**config.mk**
```make
export PLATFORM = sky130hd
export DESIGN_NAME = rfw_booth_mul
export DESIGN_NICKNAME = d
export VERILOG_FILES = /design/src/rtl/rfw_booth_pkg.sv /design/src/rtl/rfw_booth_enc.sv /design/src/rtl/rfw_booth_row.sv /design/src/rtl/rfw_booth_reduce.sv /design/src/rtl/rfw_booth_mul.sv
export SDC_FILE = /design/constraint.sdc
export NUM_CORES = 1
export LEC_CHECK = 0
export ABC_AREA = 1
export BUFFER_PORTS_ARGS = -buffer_cell sky130_fd_sc_hd__buf_2
export CELL_PAD_IN_SITES_DETAIL_PLACEMENT = 2
export CELL_PAD_IN_SITES_GLOBAL_PLACEMENT = 2
export CORE_MARGIN = 10
export CORE_UTILIZATION = 34
export CTS_BUF_LIST = sky130_fd_sc_hd__clkbuf_8
export DETAILED_ROUTE_END_ITERATION = 12
export PLACE_DENSITY = 0.94
export SYNTH_ARGS = -nofsm -noshare
export SYNTH_HDL_FRONTEND = slang
export SYNTH_SLANG_ARGS = --single-unit
```
**constraint.sdc**
```tcl
create_clock -name clk -period 7.5 [get_ports clk]
set_input_delay 1.125 -clock clk [delete_from_list [all_inputs] [get_ports clk]]
set_output_delay 1.125 -clock clk [all_outputs]
set_load 0.005 [all_outputs]
```
**src/rtl/rfw_booth_pkg.sv**
```systemverilog
package rfw_booth_pkg;

  typedef enum logic [2:0] {
    MD_FIX8       = 3'd0,
    MD_DUAL_CMP   = 3'd1,
    MD_FIX4       = 3'd2,
    MD_DUAL_EXACT = 3'd3,
    MD_FULL       = 3'd4
  } mode_e;

  typedef struct packed {
    logic neg;
    logic one;
    logic two;
  } bdig_t;

  // Unused codes fall back to the full-precision configuration.
  function automatic mode_e map_mode(input logic [2:0] code);
    case (code)
      3'd0:    return MD_FIX8;
      3'd1:    return MD_DUAL_CMP;
      3'd2:    return MD_FIX4;
      3'd3:    return MD_DUAL_EXACT;
      default: return MD_FULL;
    endcase
  endfunction

endpackage

```
**src/rtl/rfw_booth_enc.sv**
```systemverilog
module rfw_booth_enc
  import rfw_booth_pkg::*;
(
  input  logic [2:0] trip,
  output bdig_t      dig
);
  // trip = {b(2i+1), b(2i), b(2i-1)}
  always_comb begin
    dig.one = trip[1] ^ trip[0];
    dig.two = (trip[2] & ~trip[1] & ~trip[0]) | (~trip[2] & trip[1] & trip[0]);
    dig.neg = trip[2] & ~(trip[1] & trip[0]);
  end
endmodule

```
**src/rtl/rfw_booth_row.sv**
```systemverilog
module rfw_booth_row
  import rfw_booth_pkg::*;
#(
  parameter int PW  = 16,
  parameter int WSH = 0,
  parameter int NSH = 0,
  parameter int CW  = 5
) (
  input  bdig_t           dig,
  input  logic [PW-1:0]   mcand,
  input  logic            narrow,
  input  logic [CW-1:0]   cut,
  output logic [PW-1:0]   row
);
  localparam logic [PW-1:0] ONE = PW'(1);

  logic [PW-1:0] mag;
  logic [PW-1:0] val;
  logic [PW-1:0] shd;
  logic [PW-1:0] keep;

  always_comb begin
    if (dig.two)      mag = mcand << 1;
    else if (dig.one) mag = mcand;
    else              mag = '0;
    val = dig.neg ? (~mag + ONE) : mag;
    shd = narrow ? (val << NSH) : (val << WSH);
    for (int k = 0; k < PW; k++) keep[k] = (k >= int'(cut));
    row = shd & keep;
  end
endmodule

```
**src/rtl/rfw_booth_reduce.sv**
```systemverilog
module rfw_booth_reduce
  import rfw_booth_pkg::*;
#(
  parameter int W  = 8,
  parameter int H  = W / 2,
  parameter int ND = W / 2,
  parameter int PW = 2 * W
) (
  input  logic [ND-1:0][PW-1:0] rows,
  input  mode_e                 md,
  output logic [PW-1:0]         prod
);
  localparam int LR = ND / 2;
  localparam logic [PW-1:0] CMP_W = PW'((1 << W) - (1 << (W - 3)));
  localparam logic [W-1:0]  CMP_H = W'((1 << H) - (1 << (H - 3 > 0 ? H - 3 : 0)));

  logic [PW-1:0] s_all;
  logic [W-1:0]  s_lo;
  logic [W-1:0]  s_hi;
  logic [W-1:0]  r_all_c;
  logic [H-1:0]  r_lo_c;
  logic [H-1:0]  r_hi_c;

  always_comb begin
    s_all = '0;
    s_lo  = '0;
    s_hi  = '0;
    for (int i = 0; i < ND; i++) begin
      s_all = s_all + rows[i];
      if (i < LR) s_lo = s_lo + rows[i][W-1:0];
      else        s_hi = s_hi + rows[i][W-1:0];
    end
    r_all_c = W'((s_all + CMP_W) >> W);
    r_lo_c  = H'((s_lo + CMP_H) >> H);
    r_hi_c  = H'((s_hi + CMP_H) >> H);
    case (md)
      MD_FIX8:       prod = {{W{1'b0}}, r_all_c};
      MD_FIX4:       prod = {{(PW-H){1'b0}}, r_lo_c};
      MD_DUAL_CMP:   prod = {{W{1'b0}}, r_hi_c, r_lo_c};
      MD_DUAL_EXACT: prod = {{W{1'b0}}, s_hi[W-1:H], s_lo[W-1:H]};
      default:       prod = s_all;
    endcase
  end
endmodule

```
**src/rtl/rfw_booth_mul.sv**
```systemverilog
module rfw_booth_mul
  import rfw_booth_pkg::*;
#(
  parameter int W       = 8,
  parameter int REG_OUT = 1
) (
  input  logic             clk,
  input  logic             rst,
  input  logic             in_valid,
  input  logic [2:0]       mode,
  input  logic [W-1:0]     a,
  input  logic [W-1:0]     b,
  output logic [2*W-1:0]   prod,
  output logic             out_valid
);
  localparam int PW = 2 * W;
  localparam int H  = W / 2;
  localparam int ND = W / 2;
  localparam int LR = ND / 2;
  localparam int CW = $clog2(PW + 1);

  mode_e          md;
  logic           narrow;
  logic [CW-1:0]  cut;
  logic [PW-1:0]  mc_wide;
  logic [PW-1:0]  mc_lo;
  logic [PW-1:0]  mc_hi;
  logic [ND-1:0][PW-1:0] rows;
  logic [PW-1:0]  comb_prod;

  always_comb begin
    md      = map_mode(mode);
    narrow  = md inside {MD_DUAL_CMP, MD_FIX4, MD_DUAL_EXACT};
    if (md == MD_FIX8)                              cut = CW'(W - 2);
    else if (md == MD_FIX4 || md == MD_DUAL_CMP)    cut = CW'(H - 2);
    else                                            cut = '0;
    mc_wide = {{(PW-W){a[W-1]}}, a};
    mc_lo   = {{(PW-H){a[H-1]}}, a[H-1:0]};
    mc_hi   = {{(PW-H){a[W-1]}}, a[W-1:H]};
  end

  for (genvar g = 0; g < ND; g++) begin : g_row
    logic [2:0]    trip;
    logic [PW-1:0] mcand;
    bdig_t         dig;

    if (g == 0) begin : g_first
      assign trip = {b[1], b[0], 1'b0};
    end else if (g == LR) begin : g_split
      // Lane boundary: the high lane starts its own recoding in narrow modes.
      assign trip = {b[2*g+1], b[2*g], narrow ? 1'b0 : b[2*g-1]};
    end else begin : g_mid
      assign trip = {b[2*g+1], b[2*g], b[2*g-1]};
    end

    if (g < LR) begin : g_lo_lane
      assign mcand = narrow ? mc_lo : mc_wide;
    end else begin : g_hi_lane
      assign mcand = narrow ? mc_hi : mc_wide;
    end

    rfw_booth_enc u_enc (
      .trip (trip),
      .dig  (dig)
    );

    rfw_booth_row #(
      .PW  (PW),
      .WSH (2 * g),
      .NSH (2 * (g % LR)),
      .CW  (CW)
    ) u_row (
      .dig    (dig),
      .mcand  (mcand),
      .narrow (narrow),
      .cut    (cut),
      .row    (rows[g])
    );
  end

  rfw_booth_reduce #(
    .W  (W),
    .H  (H),
    .ND (ND),
    .PW (PW)
  ) u_reduce (
    .rows (rows),
    .md   (md),
    .prod (comb_prod)
  );

  if (REG_OUT != 0) begin : g_reg
    always_ff @(posedge clk) begin
      if (rst) begin
        prod      <= '0;
        out_valid <= 1'b0;
      end else begin
        prod      <= comb_prod;
        out_valid <= in_valid;
      end
    end
  end else begin : g_comb
    assign prod      = comb_prod;
    assign out_valid = in_valid;
  end
endmodule

```
**After elaboration in Yosys (flattened, before gate mapping)**

Cells that the tools add are included.

- $add $sub $neg: 12
- Magnitude comparators: 16
- Equality and inequality tests: 6
- Mux-type cells: 21
- Bitwise gates (word level): 45
- Reduce and logical (&&, ||, !) cells: 4

Operators with widths:

| cell | number |
|---|---|
| $mux 16 | 9 |
| $mux 14 | 6 |
| $and 16x16->16 | 4 |
| $pmux 16 s4 | 1 |
| $add 16x16->16 | 3 |
| $add 16x1->16 const B | 2 |
| $ge 4x3->1 const A | 8 |
| $not 16->16 | 2 |
| $add 14x1->14 const B | 2 |
| $not 14->14 | 2 |
| $and 1x1->1 | 19 |
| $add 16x8->16 const B | 1 |
| $add 8x4->8 const B | 2 |
| $add 8x8->8 | 2 |
| $eq 3x2->1 const B | 4 |
| $ge 3x3->1 const A | 4 |
| $not 1->1 | 12 |
| $pmux 3 s4 | 1 |
| $mux 7 | 1 |
| $eq 3x1->1 const B | 2 |
| $ge 1x3->1 const A | 2 |
| $ge 2x3->1 const A | 2 |
| $logic_not 3->1 | 2 |
| $mux 3 | 1 |
| other kinds (6) | 10 |

- Register bits: 17
- Input bits: 22
- Output and inout bits: 17
- Logic and storage cells: 106

**Logic depth before layout (Yosys ltp)**

Gate-level depths: netlist of run 1.

- Depth in word-level cells: 18
- Mapped depth: 40

**Modules after synthesis**

From an unflattened synthesis of run 1, not the netlist that was laid out.

- Cell total of the unflattened synthesis: 1497
- Area total of the unflattened synthesis: 7942.6 sq um

Modules (own cells, without submodules):

| module | instances | cells an instance | area an instance (sq um) |
|---|---|---|---|
| rfw_booth_reduce | 1 | 575 | 3265.6 |
| rfw_booth_row (g_row[2].u_row) | 1 | 226 | 1086.0 |
| rfw_booth_row (g_row[0].u_row) | 1 | 208 | 952.2 |
| rfw_booth_row (g_row[3].u_row) | 1 | 197 | 915.9 |
| rfw_booth_row (g_row[1].u_row) | 1 | 170 | 884.6 |
| rfw_booth_mul | 1 | 89 | 673.1 |
| rfw_booth_enc | 4 | 8 | 41.3 |

**Least setup slack after synthesis of run 1**

OpenSTA, ideal clock, no wires.

- Kind: input port to flip-flop
- From: in mode[2]
- To: reg prod[7]
- Setup time: 0.111 ns
- Data arrival time: 5.863 ns
- Slack: 1.525 ns
- Stages on the path: 32
- Path buffers: 1
- Cells stage by stage: inv_2 -> buf_6 -> nand2_8 -> nand3_2 -> inv_1 -> ha_1 -> nand3_1 -> nand2_1 -> nand2_2 -> ha_1 -> nor2_1 -> xnor2_1 -> nor2_1 -> fa_1 -> fa_1 -> ha_1 -> inv_1 -> fa_1 -> o21ai_0 -> a21oi_1 -> o21ai_0 -> xor2_1 -> inv_1 -> nand2_1 -> nor2_1 -> nand4_1 -> nor2_1 -> nand3_1 -> nand3_1 -> nand2_1 -> nor2_1 -> nor2_1

- Longest elaborated chain between the ends: 18

Ends and longest elaborated chain:

| what | line | source |
|---|---|---|
| start: declaration | rfw_booth_mul.sv:10 | `input logic [2:0] mode,` |
| $eq 3x2->1, or another cell as far along | rfw_booth_pkg.sv:19 | `case (code)` |
| $pmux 3 s4 (*) | rfw_booth_pkg.sv:19 |  |
| branches (longest 15 deep; another with $add 16x1->16) | n/a |  |
| $pmux 16 s4 (*) | rfw_booth_reduce.sv:36 | `case (md)` |
| end signal: assignment | rfw_booth_mul.sv:98 | `prod <= comb_prod;` |
| end: declaration | rfw_booth_mul.sv:13 | `output logic [2*W-1:0] prod,` |

Mark *: on every way between the ends.
A chain may end at the register's enable or synchronous reset.

**Worst setup path after layout of run 1**

- From: in mode[2]
- To: reg prod[5]

The elaborated chain is that of the path after synthesis.

==> impl_results.rst, run 1 <==
.. list-table::
   :header-rows: 1

   * - Metric
     - Value
   * - Status
     - finished, final reports clean
   * - Power consumption
     - 1800 uW
   * - Mapped Area
     - 4678 sq um
   * - GRT Overall Usage
     - 20.89%
   * - Post-Synth XOR/XNOR Area
     - 6.178%
   * - Iteration count of the initial detailed-routing pass
     - 4
   * - Critical-path cell with the highest stage delay
     - fa_1
   * - Boundary Pins
     - 39
   * - Post-synthesis share of cell area spent on full adders, half adders and majority gates
     - about a fifth
   * - Mux share of post-synthesis cell area
     - 0%
   * - Core ar.
     - between 10000 and 15000 sq um
   * - Share of the synthesized area in compound gates (AO/OA/AOI/OAI)
     - 12.78%
   * - Sum of routed wire length over all layers
     - 19350 um
   * - CTS tree
     - built
   * - Buffer cell driving the clock tree root
     - clkbuf_8
   * - Startpoint type of the worst setup path
     - input pin
   * - Combinational family with the most area after synthesis
     - simple AND/OR/NAND/NOR gates
   * - Critical path data arrival time
     - 7.20 ns
   * - Slew margin rel.
     - 59.88%
   * - Multi-input gate area in the final layout
     - 3705 sq um
   * - Max Transition Viols Final
     - 0
   * - Post-synthesis area per instance
     - 6.060 sq um
   * - Register clock-pin slew on the reported worst setup and hold paths
     - roughly 0.070 ns
   * - Hold violation count in the final report
     - 0
   * - Peak VDD IR
     - about 0.16 mV
   * - Initial antenna violation count
     - 0
   * - Fillers
     - between 1500 and 2000
   * - Count of placed standard cells including taps
     - 980
   * - Final net count
     - 892
   * - Path type of the worst min-delay path
     - in2reg
   * - Detailed Place HPWL
     - 17280 um
   * - Start-to-end type of the worst setup path
     - in2reg
   * - Fmax
     - around 0.14 GHz
   * - Final weighted congestion in routability-driven placement
     - 0.9262
   * - Setup repair after global routing missed its margin
     - no
   * - Count of routing violations after the opening detailed-route iteration
     - 248
   * - Post-synth cell types
     - 45
   * - Total CTS buffers
     - 3
   * - CTS Sinks
     - 17
   * - Signed area change from the synthesized netlist to the final layout
     - 9.013%
   * - Number of standard cells after synthesis
     - 772
   * - Number of H-tree levels
     - 1
   * - Most numerous cell on the critical path
     - nand2_1
   * - Die span in y
     - 137.3 um
   * - Max-cap viol count
     - 0
   * - Leakage power figure
     - 0.002844 uW
   * - Die Outline Area
     - approximately 19000 sq um
   * - Combined flip-flop and latch cell area
     - 340.3 sq um
   * - Overflow after GRT
     - 0
   * - Synthesized Nets
     - around 860
   * - IO Port Bufs
     - 38
   * - Total number of vias
     - 5176
   * - Required time at the endpoint of the critical path
     - approximately 7.7 ns
   * - Slowest cell delay on critical path
     - around 0.56 ns
   * - Largest fanout of any net on the critical path
     - 14
   * - Portion of the post-synthesis area used by sequential elements
     - under 10%
   * - Post-synthesis simple-gate area fraction
     - 39.42%
   * - Min Clock Period, post-route
     - 7.005 ns
   * - Total power divided by cell area
     - approximately 350 nW/um^2
   * - Via/cell ratio
     - between 5 and 6
   * - Global-route wire length before repair
     - 31600 um
   * - Routed wire length per instance
     - roughly 20 um
   * - Tightest Pin Transition
     - 0.5995 ns
   * - Number of antenna repair diodes
     - 0
   * - Warnings, synthesis
     - 0
   * - Number of global-route vias before repair
     - between 5000 and 6000
   * - Post-CTS setup buffer count
     - 0
   * - Number of synthesized register bits
     - 17
   * - Remaining design rule violation count
     - 0
   * - Final antenna-violating net count
     - 0
   * - Final setup vio count
     - 0
   * - Initial core utilization
     - a little over a third
   * - Longest Clk Path Bufs
     - 2
   * - Crit share post-route
     - roughly 93%
   * - Pin count of the biggest net entering global routing
     - 20
   * - Final-layout setup total negative slack
     - 0 ns
   * - Die extent in x
     - 137.3 um
   * - Number of standard cells in the final layout excluding fillers
     - 984
   * - Layout cells sized above 1
     - 12.13%
   * - Rows
     - between 40 and 50
   * - Endpoint class of the critical path
     - flip-flop
layout by cell type, fill, tap and decap left out, types with 7 or more instances in the layout:
cell type  synthesis  routed
a21oi_1           39      39
buf_2              2      38
dfxtp_1           17      17
fa_1              28      28
ha_1              33      33
inv_1            144     145
nand2_1          173     173
nand2_2           15      15
nand3_1           72      72
nand3_2            7       7
nor2_1            85      85
nor3_1            10      10
o21ai_0           34      33
o21ai_1            8       9
xnor2_1           11      11
xor2_1            22      22
synth_stat cells, drive strengths merged:
| master | instances | share of area [%] |
|---|---|---|
| nand3 | 80 | 9.6 |
| a31oi | 6 | 0.80 |
| nor3 | 10 | 1.1 |
| a21o | 1 | 0.16 |
| dfxtp | 17 | 7.3 |
| fa | 28 | 12 |
| buf | 6 | 1.1 |
| o31ai | 2 | 0.32 |
| nand4 | 5 | 0.80 |
| a21oi | 40 | 4.4 |
| a41oi | 1 | 0.19 |
| a211oi | 1 | 0.16 |
| xor2 | 22 | 4.1 |
| or2 | 4 | 0.53 |
| o21ai | 45 | 5.2 |
| nand2 | 194 | 18 |
| o211ai | 1 | 0.16 |
| nand3b | 6 | 0.96 |
| a21boi | 1 | 0.16 |
| and2 | 2 | 0.27 |
| or3 | 2 | 0.27 |
| xnor2 | 11 | 2.1 |
| a221oi | 2 | 0.37 |
| o21bai | 4 | 0.88 |
| clkbuf | 4 | 0.32 |
| nor3b | 1 | 0.16 |
| ha | 33 | 8.8 |
| inv | 151 | 12 |
| nor2 | 92 | 8.1 |
where the power goes:
group	internal [uW]	leakage, uW	switching, uW
sequential	120	0.000141	6.47
clock	36.2	0.0000269	29.6
combinational	519	0.00268	1090
per-stage QoR:
step	worst slack (ns)	hold slack [ns]	util (%)	area [sq um]
global placement	0.3703	1.340	37.85	5052
floorplan	1.525	1.194	-	4678
global route	0.02908	1.111	38.21	5100
finish	0.4948	1.097	38.21	5100
detailed placement	0.08113	1.360	37.85	5052
CTS	0.3024	1.094	38.19	5097
critical path: cells and delay by family:
family                   cells  cell delay [ns]
buffers and inverters        6             0.72
adder cells (fa/ha/maj)      6             2.36
XOR/XNOR                     2             0.25
AND/OR/NAND/NOR             15             2.00
AO/OA/AOI/OAI                4             0.72
worst paths after layout:
| path | start | end | slack [ns] | depth (start not counted) |
|---|---|---|---|---|
| max | mode[2] | prod[5] | 0.49 | 33 |
| min | rst | prod[6] | 1.10 | 2 |
cell families after synthesis:
group | Yosys count
XOR/XNOR | 33
adder cells (fa/ha/maj) | 61
AND/OR/NAND/NOR | 396
buffers and inverters | 161
AO/OA/AOI/OAI | 104
flip-flops | 17
flip-flops by register name, summed over array words and instances (netlist names):
register   cells
out_valid      1
prod          16
routing by layer:
metal  wire [um]  vias to the layer above  part of all wire (%)  track usage, %
met5           0                        -                     0               0
li1            -                     2513                     -               -
met1        8281                     2558                    43           24.17
met4         578                        0                   3.0           6.440
met3         399                       29                   2.1           1.020
met2       10090                       76                    52           40.00
what timing repair did:
item | 4_1_cts | 5_1_grt
resized for setup | 0 | 3
endpoints found under the setup margin | 0 | 5
hold buffers | 0 | 0
layout make-up:
cell class | instances | share of cell area, %
flip-flops and latches | 17 | 6.673
inverters | 151 | 11.16
repair buffers | 42 | 4.318
clock inverters | 1 | 0.07360
multi-input cells | 594 | 72.64
well taps | 176 | 4.318
clock buffers | 3 | 0.8096
(Power assumes the default switching activity.)
==> run 2: changes to the inputs <==
--- a/config.mk
+++ b/config.mk
@@ -5,15 +5,14 @@
 export SDC_FILE = /design/constraint.sdc
 export NUM_CORES = 1
 export LEC_CHECK = 0
-export ABC_AREA = 1
 export BUFFER_PORTS_ARGS = -buffer_cell sky130_fd_sc_hd__buf_2
 export CELL_PAD_IN_SITES_DETAIL_PLACEMENT = 2
 export CELL_PAD_IN_SITES_GLOBAL_PLACEMENT = 2
 export CORE_MARGIN = 10
-export CORE_UTILIZATION = 34
+export CORE_UTILIZATION = 33
 export CTS_BUF_LIST = sky130_fd_sc_hd__clkbuf_8
 export DETAILED_ROUTE_END_ITERATION = 12
-export PLACE_DENSITY = 0.94
+export PLACE_DENSITY = 0.89
 export SYNTH_ARGS = -nofsm -noshare
 export SYNTH_HDL_FRONTEND = slang
 export SYNTH_SLANG_ARGS = --single-unit
==> constraint.sdc (replaced) <==
create_clock -name clk -period 6.1 [get_ports clk]
set_input_delay 0.915 -clock clk [delete_from_list [all_inputs] [get_ports clk]]
set_output_delay 0.915 -clock clk [all_outputs]
set_load 0.005 [all_outputs]
==> run 2 against run 1 <==
Against the previous run: the flow now finishes with violations (negative setup slack); worst hold slack got worse by 0.17 ns; sequential share of layout area decreased by 2.2 points; utilization increased by 12 points; highest routed layer unchanged.
==> impl_results.rst, run 2 <==
.. list-table::
   :header-rows: 1

   * - Metric
     - Value
   * - Signed area change from the synthesized netlist to the final layout
     - 48.38%
   * - CTS tree
     - built
   * - Final antenna-violating net count
     - 0
   * - Path type of the worst min-delay path
     - in2reg
   * - Routed wire length per instance
     - 36.09 um
   * - Most common cell after layout, fill and taps aside
     - buf_4
   * - Max-cap viol count
     - 0
   * - Longest Clk Path Bufs
     - 2
   * - Power consumption
     - 4182 uW
   * - Required time at the endpoint of the critical path
     - 6.26 ns
   * - Die Outline Area
     - 21010 sq um
   * - Mapped Area
     - 5151 sq um
   * - Hold_ws
     - 0.9320 ns
   * - Iteration count of the initial detailed-routing pass
     - 5
   * - Multi-input gate area in the final layout
     - 5071 sq um
   * - Biggest register
     - prod
   * - Peak VDD IR
     - 0.4192 mV
   * - Crit share post-route
     - 118.0%
   * - Async set-or-reset flop fraction in the synthesized netlist
     - 0%
   * - Boundary Pins
     - 39
   * - Warnings, synthesis
     - 0
   * - Startpoint type of the worst setup path
     - input pin
   * - Post-synthesis simple-gate area fraction
     - 25.12%
   * - Final setup vio count
     - 14
   * - Mux share of post-synthesis cell area
     - 2.915%
   * - Combinational family with the most area after synthesis
     - compound AO/OA/AOI/OAI gates
   * - Failing checks
     - negative setup slack
   * - Rows
     - 45
   * - Initial core utilization
     - 33.76%
   * - Remaining design rule violation count
     - 0
   * - Critical-path cell with the highest stage delay
     - a22oi_1
   * - Final net count
     - around 1000
   * - Core ar.
     - about 15000 sq um
   * - Largest fanout of any net on the critical path
     - 9
   * - CP cell instances
     - buf_2 > buf_4 > or4_1 > a21oi_1 > nand2_1 > o2111ai_1 > o31ai_1 > a22oi_1 > fa_1 > fa_1 > inv_1 > ha_1 > o21a_1 > and3_1 > o21ai_2 > a311oi_2 > nor3_2 > buf_4 > nor4_4 > nor2_1 > mux2i_1 > nand3_1
   * - Setup repair after global routing missed its margin
     - yes
   * - Hold violation count in the final report
     - 0
   * - Cell area after placement
     - between 6000 and 7000 sq um
   * - Number of global-route vias before repair
     - 8037
   * - Setup Slack @ Placement
     - -1.117 ns
   * - Setup slack of the critical path after layout
     - -1.101 ns
   * - Synthesized Nets
     - about 790
   * - IO Port Bufs
     - 38
   * - Total number of vias
     - 7312
   * - GRT Overall Usage
     - 30.87%
   * - Post-synthesis area per instance
     - 7.276 sq um
   * - Status
     - finished with violations
   * - Commonest cells after routing, fill and taps aside
     - buf_4, inv_1, nand2_1, nor2_1, a21oi_1
   * - Start-to-end type of the worst setup path
     - in2reg
   * - Buffer cell driving the clock tree root
     - clkbuf_8
   * - Post-synth top area share
     - a little over a tenth
   * - Most area-hungry cell type in the Yosys netlist
     - fa_1
   * - Via/cell ratio
     - 6.576
   * - Number of H-tree levels
     - 1
   * - Tightest Pin Transition
     - 1.082 ns
   * - Leakage power figure
     - ~0.0035 uW
   * - Initial antenna violation count
     - 0
   * - Summed area of non-filler cells in the final layout
     - 7644 sq um
   * - Post-synth top cells
     - inv_1, nand2_1, nor2_1
   * - Portion of the post-synthesis area used by sequential elements
     - under 10%
   * - Pin count of the biggest net entering global routing
     - 24
   * - Post-synthesis share of cell area spent on full adders, half adders and majority gates
     - approximately a fifth
   * - Count of placed standard cells including taps
     - about 1100
   * - Die span in y
     - approximately 140 um
   * - Final weighted congestion in routability-driven placement
     - 0.9651
   * - Launching element of the worst setup path
     - a[2]
   * - Total power divided by cell area
     - about 550 nW/um^2
   * - Slew margin rel.
     - 27.24%
   * - Number of antenna repair diodes
     - 0
   * - Dominant synthesized flop cell
     - dfxtp_1
   * - Fillers
     - 1661
   * - Combined flip-flop and latch cell area
     - roughly 340 sq um
   * - Largest registers in the final layout
     - prod (16), out_valid (1)
   * - Top cells by area in the synthesized netlist
     - fa_1, ha_1, dfxtp_1
   * - Max reg flops
     - 16
   * - Number of standard cells after synthesis
     - 708
   * - Hold-fix buffer count after cts
     - 0
   * - Layout cells sized above 1
     - 40.84%
   * - Overflow after GRT
     - 0
   * - Endpoint class of the critical path
     - flip-flop
   * - Post-Synth XOR/XNOR Area
     - 10.54%
   * - Total CTS buffers
     - 3
   * - Count of routing violations after the opening detailed-route iteration
     - 630
   * - Post-synth cell types
     - 88
   * - Sum of routed wire length over all layers
     - 40130 um
   * - Register clock-pin slew on the reported worst setup and hold paths
     - ~0.090 ns
   * - Critical path capture point
     - prod[7]
   * - Min Clock Period, post-route
     - 7.201 ns
   * - Share of the synthesized area in compound gates (AO/OA/AOI/OAI)
     - between 20 and 30%
   * - Die extent in x
     - 144.9 um
   * - Post-synth EDFFs
     - 0
   * - Number of standard cells in the final layout excluding fillers
     - ~1100
   * - CTS Sinks
     - 17
   * - Fmax
     - 0.1389 GHz
   * - Slowest cell delay on critical path
     - 0.80 ns
   * - Global-route wire length before repair
     - ~51000 um
   * - Critical path data arrival time
     - ~7.4 ns
   * - Max Transition Viols Final
     - 0
   * - Number of synthesized register bits
     - 17
   * - Detailed Place HPWL
     - 23760 um
run 2: cell count changes in the layout (fill, tap and decap cells not counted), sizes merged, moves of 11 or more:
cell    before  now
buf         42  224
nand2      194   65
inv        152   64
nand3       80   16
nor2        92   64
xnor2       11   34
a21oi       40   59
o22ai        0   15
mux2i        0   12
a211oi       1   12
nand2b       0   11
run 2: worst min-delay path by stage:
stage | start | end | slack, ns | depth (start not counted)
after floorplan | in_valid | out_valid | 1.04 | 1
after global placement | in_valid | out_valid | 1.13 | 2
after detailed placement | in_valid | out_valid | 1.16 | 2
after CTS | in_valid | out_valid | 0.90 | 2
after global routing | in_valid | out_valid | 0.93 | 2
final | in_valid | out_valid | 0.93 | 2
run 2: repair_timing:
item | in CTS | in global routing
resized for setup | 86 | 65
setup buffers | 14 | 17
pin swaps | 23 | 36
cloned | 1 | 0
setup endpoints to repair | 10 | 12
run 2: kinds of logic after synthesis:
| group | after synthesis |
|---|---|
| xor+xnor | 58 |
| buf+inv | 100 |
| compound gates | 212 |
| mux | 14 |
| fa+ha+maj | 61 |
| flops | 17 |
| simple gates | 246 |
run 2: stage by stage:
| step | util [%] | TNS [ns] |
|---|---|---|
| finish | 50.09 | -7.486 |
| global route | 50.09 | -8.169 |
| CTS | 47.40 | -0.6633 |
| detailed placement | 43.58 | -7.921 |
| global placement | 43.58 | -1.385 |
| floorplan | - | -3.456 |
run 2: critical path, delay by kind of cell:
family | cells | cell delay [ns]
AO/OA/AOI/OAI | 7 | 2.34
adder cells (fa/ha/maj) | 3 | 1.76
buffers and inverters | 4 | 0.64
multiplexers | 1 | 0.20
AND/OR/NAND/NOR | 7 | 1.52
run 2: area by class of cell:
| cell class | count | area share, % |
|---|---|---|
| multi-input cells | 592 | 66.34 |
| repair buffers | 224 | 21.93 |
| flip-flops and latches | 17 | 4.452 |
| well taps | 211 | 3.454 |
| inverters | 64 | 3.208 |
| clock buffers | 3 | 0.5402 |
| clock inverters | 1 | 0.06548 |
run 2: routing by layer:
metal	global-route usage (%)	share of wire, %
met1	30.03	34
met2	56.28	49
met3	4.874	6.8
met4	25.84	11
met5	0	0
run 2: power by group:
group          internal [uW]  leakage (uW)  switching (uW)  total, uW
sequential               146      0.000140            15.9        162
combinational           1670       0.00334            2250       3930
clock                   45.7     0.0000255            46.7       92.4
==> run 3: changes to the inputs <==
--- a/config.mk
+++ b/config.mk
@@ -12,6 +12,7 @@
 export CORE_UTILIZATION = 33
 export CTS_BUF_LIST = sky130_fd_sc_hd__clkbuf_8
 export DETAILED_ROUTE_END_ITERATION = 12
+export GPL_TIMING_DRIVEN = 0
 export PLACE_DENSITY = 0.89
 export SYNTH_ARGS = -nofsm -noshare
 export SYNTH_HDL_FRONTEND = slang
==> constraint.sdc (replaced) <==
create_clock -name clk -period 6.1 [get_ports clk]
set_input_delay 1.22 -clock clk [delete_from_list [all_inputs] [get_ports clk]]
set_output_delay 1.22 -clock clk [all_outputs]
set_load 0.005 [all_outputs]
==> run 3 against run 2 <==
Against the previous run: the run still ends with negative setup slack left; setup slack lost 0.28 ns; worst hold slack better by 0.25 ns; utilization fell by 6.3 points; wire length decreased by 32%; global-route usage is 8.7 points lower; non-clock buffer count decreased by 111; largest cell class unchanged; highest routed layer unchanged.
==> impl_results.rst, run 3 (same netlist as run 2, synthesis figures left out) <==
.. list-table::
   :header-rows: 1

   * - Metric
     - Value
   * - WP depth
     - 32
   * - Fillers
     - 1700
   * - Total CTS buffers
     - 3
   * - Number of antenna repair diodes
     - 0
   * - Max-cap viol count
     - 0
   * - Largest fanout of any net on the critical path
     - 5
   * - Setup Slack @ Placement
     - -2.158 ns
   * - Global-route wire length before repair
     - 38480 um
   * - Endpoint class of the critical path
     - flip-flop
   * - Worst hold start
     - in_valid
   * - Largest registers in the final layout
     - prod (16), out_valid (1)
   * - Routed met3 length
     - 990 um
   * - Total number of vias
     - 6089
   * - Setup slack of the critical path after layout
     - -1.377 ns
   * - CTS Sinks
     - 17
   * - Status
     - finished with violations
   * - Switching part of the total power
     - between 50 and 60%
   * - Min Clock Period, post-route
     - 7.477 ns
   * - Most common cell after layout, fill and taps aside
     - nand2_1
   * - Number of H-tree levels
     - 1
   * - Signed area change from the synthesized netlist to the final layout
     - 29.58%
   * - CTS tree
     - built
   * - Failing checks
     - negative setup slack
   * - Multi-input gate area in the final layout
     - 4981 sq um
   * - Routed length on met2
     - 14200 um
   * - Setup repair after global routing missed its margin
     - yes
   * - Clk network pwr share
     - 2.6%
   * - Via/cell ratio
     - a little over 6
   * - Final net count
     - 873
   * - Commonest cells after routing, fill and taps aside
     - nand2_1, inv_1, nor2_1, a21oi_1, buf_4
   * - Critical-path cell with the highest stage delay
     - fa_1
   * - Die Outline Area
     - roughly 21000 sq um
   * - Total power divided by cell area
     - 541.6 nW/um^2
   * - Tightest Pin Transition
     - 1.118 ns
   * - Routed wire length per instance
     - 27.32 um
   * - Peak VDD IR
     - 0.2826 mV
   * - Die extent in x
     - 144.9 um
   * - Combinational share of power
     - between 90% and 100%
   * - Register clock-pin slew on the reported worst setup and hold paths
     - 0.07 ns
   * - Number of standard cells in the final layout excluding fillers
     - 1000
   * - Buffer cell driving the clock tree root
     - clkbuf_8
   * - Combined flip-flop and latch cell area
     - 340.3 sq um
   * - Power spent charging and discharging nets
     - 1949 uW
   * - Iteration count of the initial detailed-routing pass
     - 4
   * - Highest metal layer with signal wires
     - met4
   * - Crit share post-route
     - 122.6%
   * - Detailed Place HPWL
     - 17580 um
   * - Critical path data arrival time
     - 7.65 ns
   * - Slowest cell delay on critical path
     - 0.54 ns
   * - Slew margin rel.
     - 25.00%
   * - Path type of the worst min-delay path
     - in2reg
   * - Hold-fix buffer count after cts
     - 0
   * - Leakage power figure
     - slightly below 0.003 uW
   * - Power consumption
     - 3615 uW
   * - Crit-path leading delay family
     - simple AND/OR/NAND/NOR gates
   * - GRT Overall Usage
     - 22.14%
   * - Crit path buf inv count
     - 9
   * - Die span in y
     - 144.9 um
   * - Pin count of the biggest net entering global routing
     - 11
   * - Core ar.
     - 15260 sq um
   * - Final weighted congestion in routability-driven placement
     - ~0.9
   * - Final setup vio count
     - 16
   * - Boundary Pins
     - 39
   * - Launching element of the worst setup path
     - mode[2]
   * - Max Transition Viols Final
     - 0
   * - Count of routing violations after the opening detailed-route iteration
     - around 380
   * - Hold violation count in the final report
     - 0
   * - Initial antenna violation count
     - 0
   * - Start-to-end type of the worst setup path
     - in2reg
   * - Fmax
     - 0.1337 GHz
   * - Remaining design rule violation count
     - 0
   * - Overflow after GRT
     - 0
   * - Routed length on met1
     - 10560 um
   * - IO Port Bufs
     - 34
   * - Sum of routed wire length over all layers
     - around 27000 um
   * - Biggest register
     - prod
   * - Final antenna-violating net count
     - 0
   * - Startpoint type of the worst setup path
     - input pin
   * - Rows
     - 45
   * - Required time at the endpoint of the critical path
     - between 6 and 7 ns
   * - Internal power summed over all cells
     - 1667 uW
   * - Max reg flops
     - 16
   * - Sequential cell fraction of total power
     - 4.3%
   * - Number of global-route vias before repair
     - 6709
   * - Initial core utilization
     - roughly 34%
   * - Layout cells sized above 1
     - a little over a quarter
   * - Longest Clk Path Bufs
     - 2
   * - Count of placed standard cells including taps
     - 953
   * - Worst hold path cell count
     - 2
[run 3: metal layers]
| layer | global-route usage, % | vias up |
|---|---|---|
| li1 | - | 2659 |
| met1 | 24.68 | 3122 |
| met2 | 41.09 | 205 |
| met3 | 2.297 | 103 |
| met4 | 10.16 | 0 |
| met5 | 0 | - |
[run 3: power groups by stage]
stage / clock network (uW) / logic, uW / registers, uW
5_1_grt: 99.7 / 3550 / 158
2_1_floorplan: 0 / 1480 / 160
4_1_cts: 87.2 / 2810 / 154
3_5_place_dp: 0 / 2050 / 156
6_report: 95.6 / 3360 / 156
3_3_place_gp: 0 / 1920 / 153
[run 3: final timing paths]
check        end  slack, ns
max      prod[5]      -1.38
min    out_valid       1.18
[run 3: cell type report]
| class | count | share of cell area [%] |
|---|---|---|
| buffer | 35 | 3.861 |
| clock buffer | 3 | 0.6186 |
| clock inverter | 1 | 0.07498 |
| inverter | 64 | 3.674 |
| multi-input combinational | 591 | 74.62 |
| sequential | 17 | 5.098 |
| tap | 211 | 3.955 |
| timing repair buffer | 78 | 8.097 |
[run 3: repair_timing]
item                       4_1_cts  5_1_grt
gates resized for setup         70       50
pin swaps                       43       44
buffers inserted                34       11
setup endpoints to repair       16       16
gates cloned                     0        0
[run 3: stage by stage]
stage / area [sq um] / hold slack, ns / TNS [ns] / utilization (%)
finish: 6675 / 1.185 / -13.40 / 43.75
global route: 6675 / 1.194 / -16.23 / 43.75
global placement: 5704 / 1.438 / -19.43 / 37.38
CTS: 6396 / 1.181 / -9.354 / 41.92
detailed placement: 5704 / 1.437 / -23.74 / 37.38
floorplan: 5270 / 1.348 / -6.267 / -
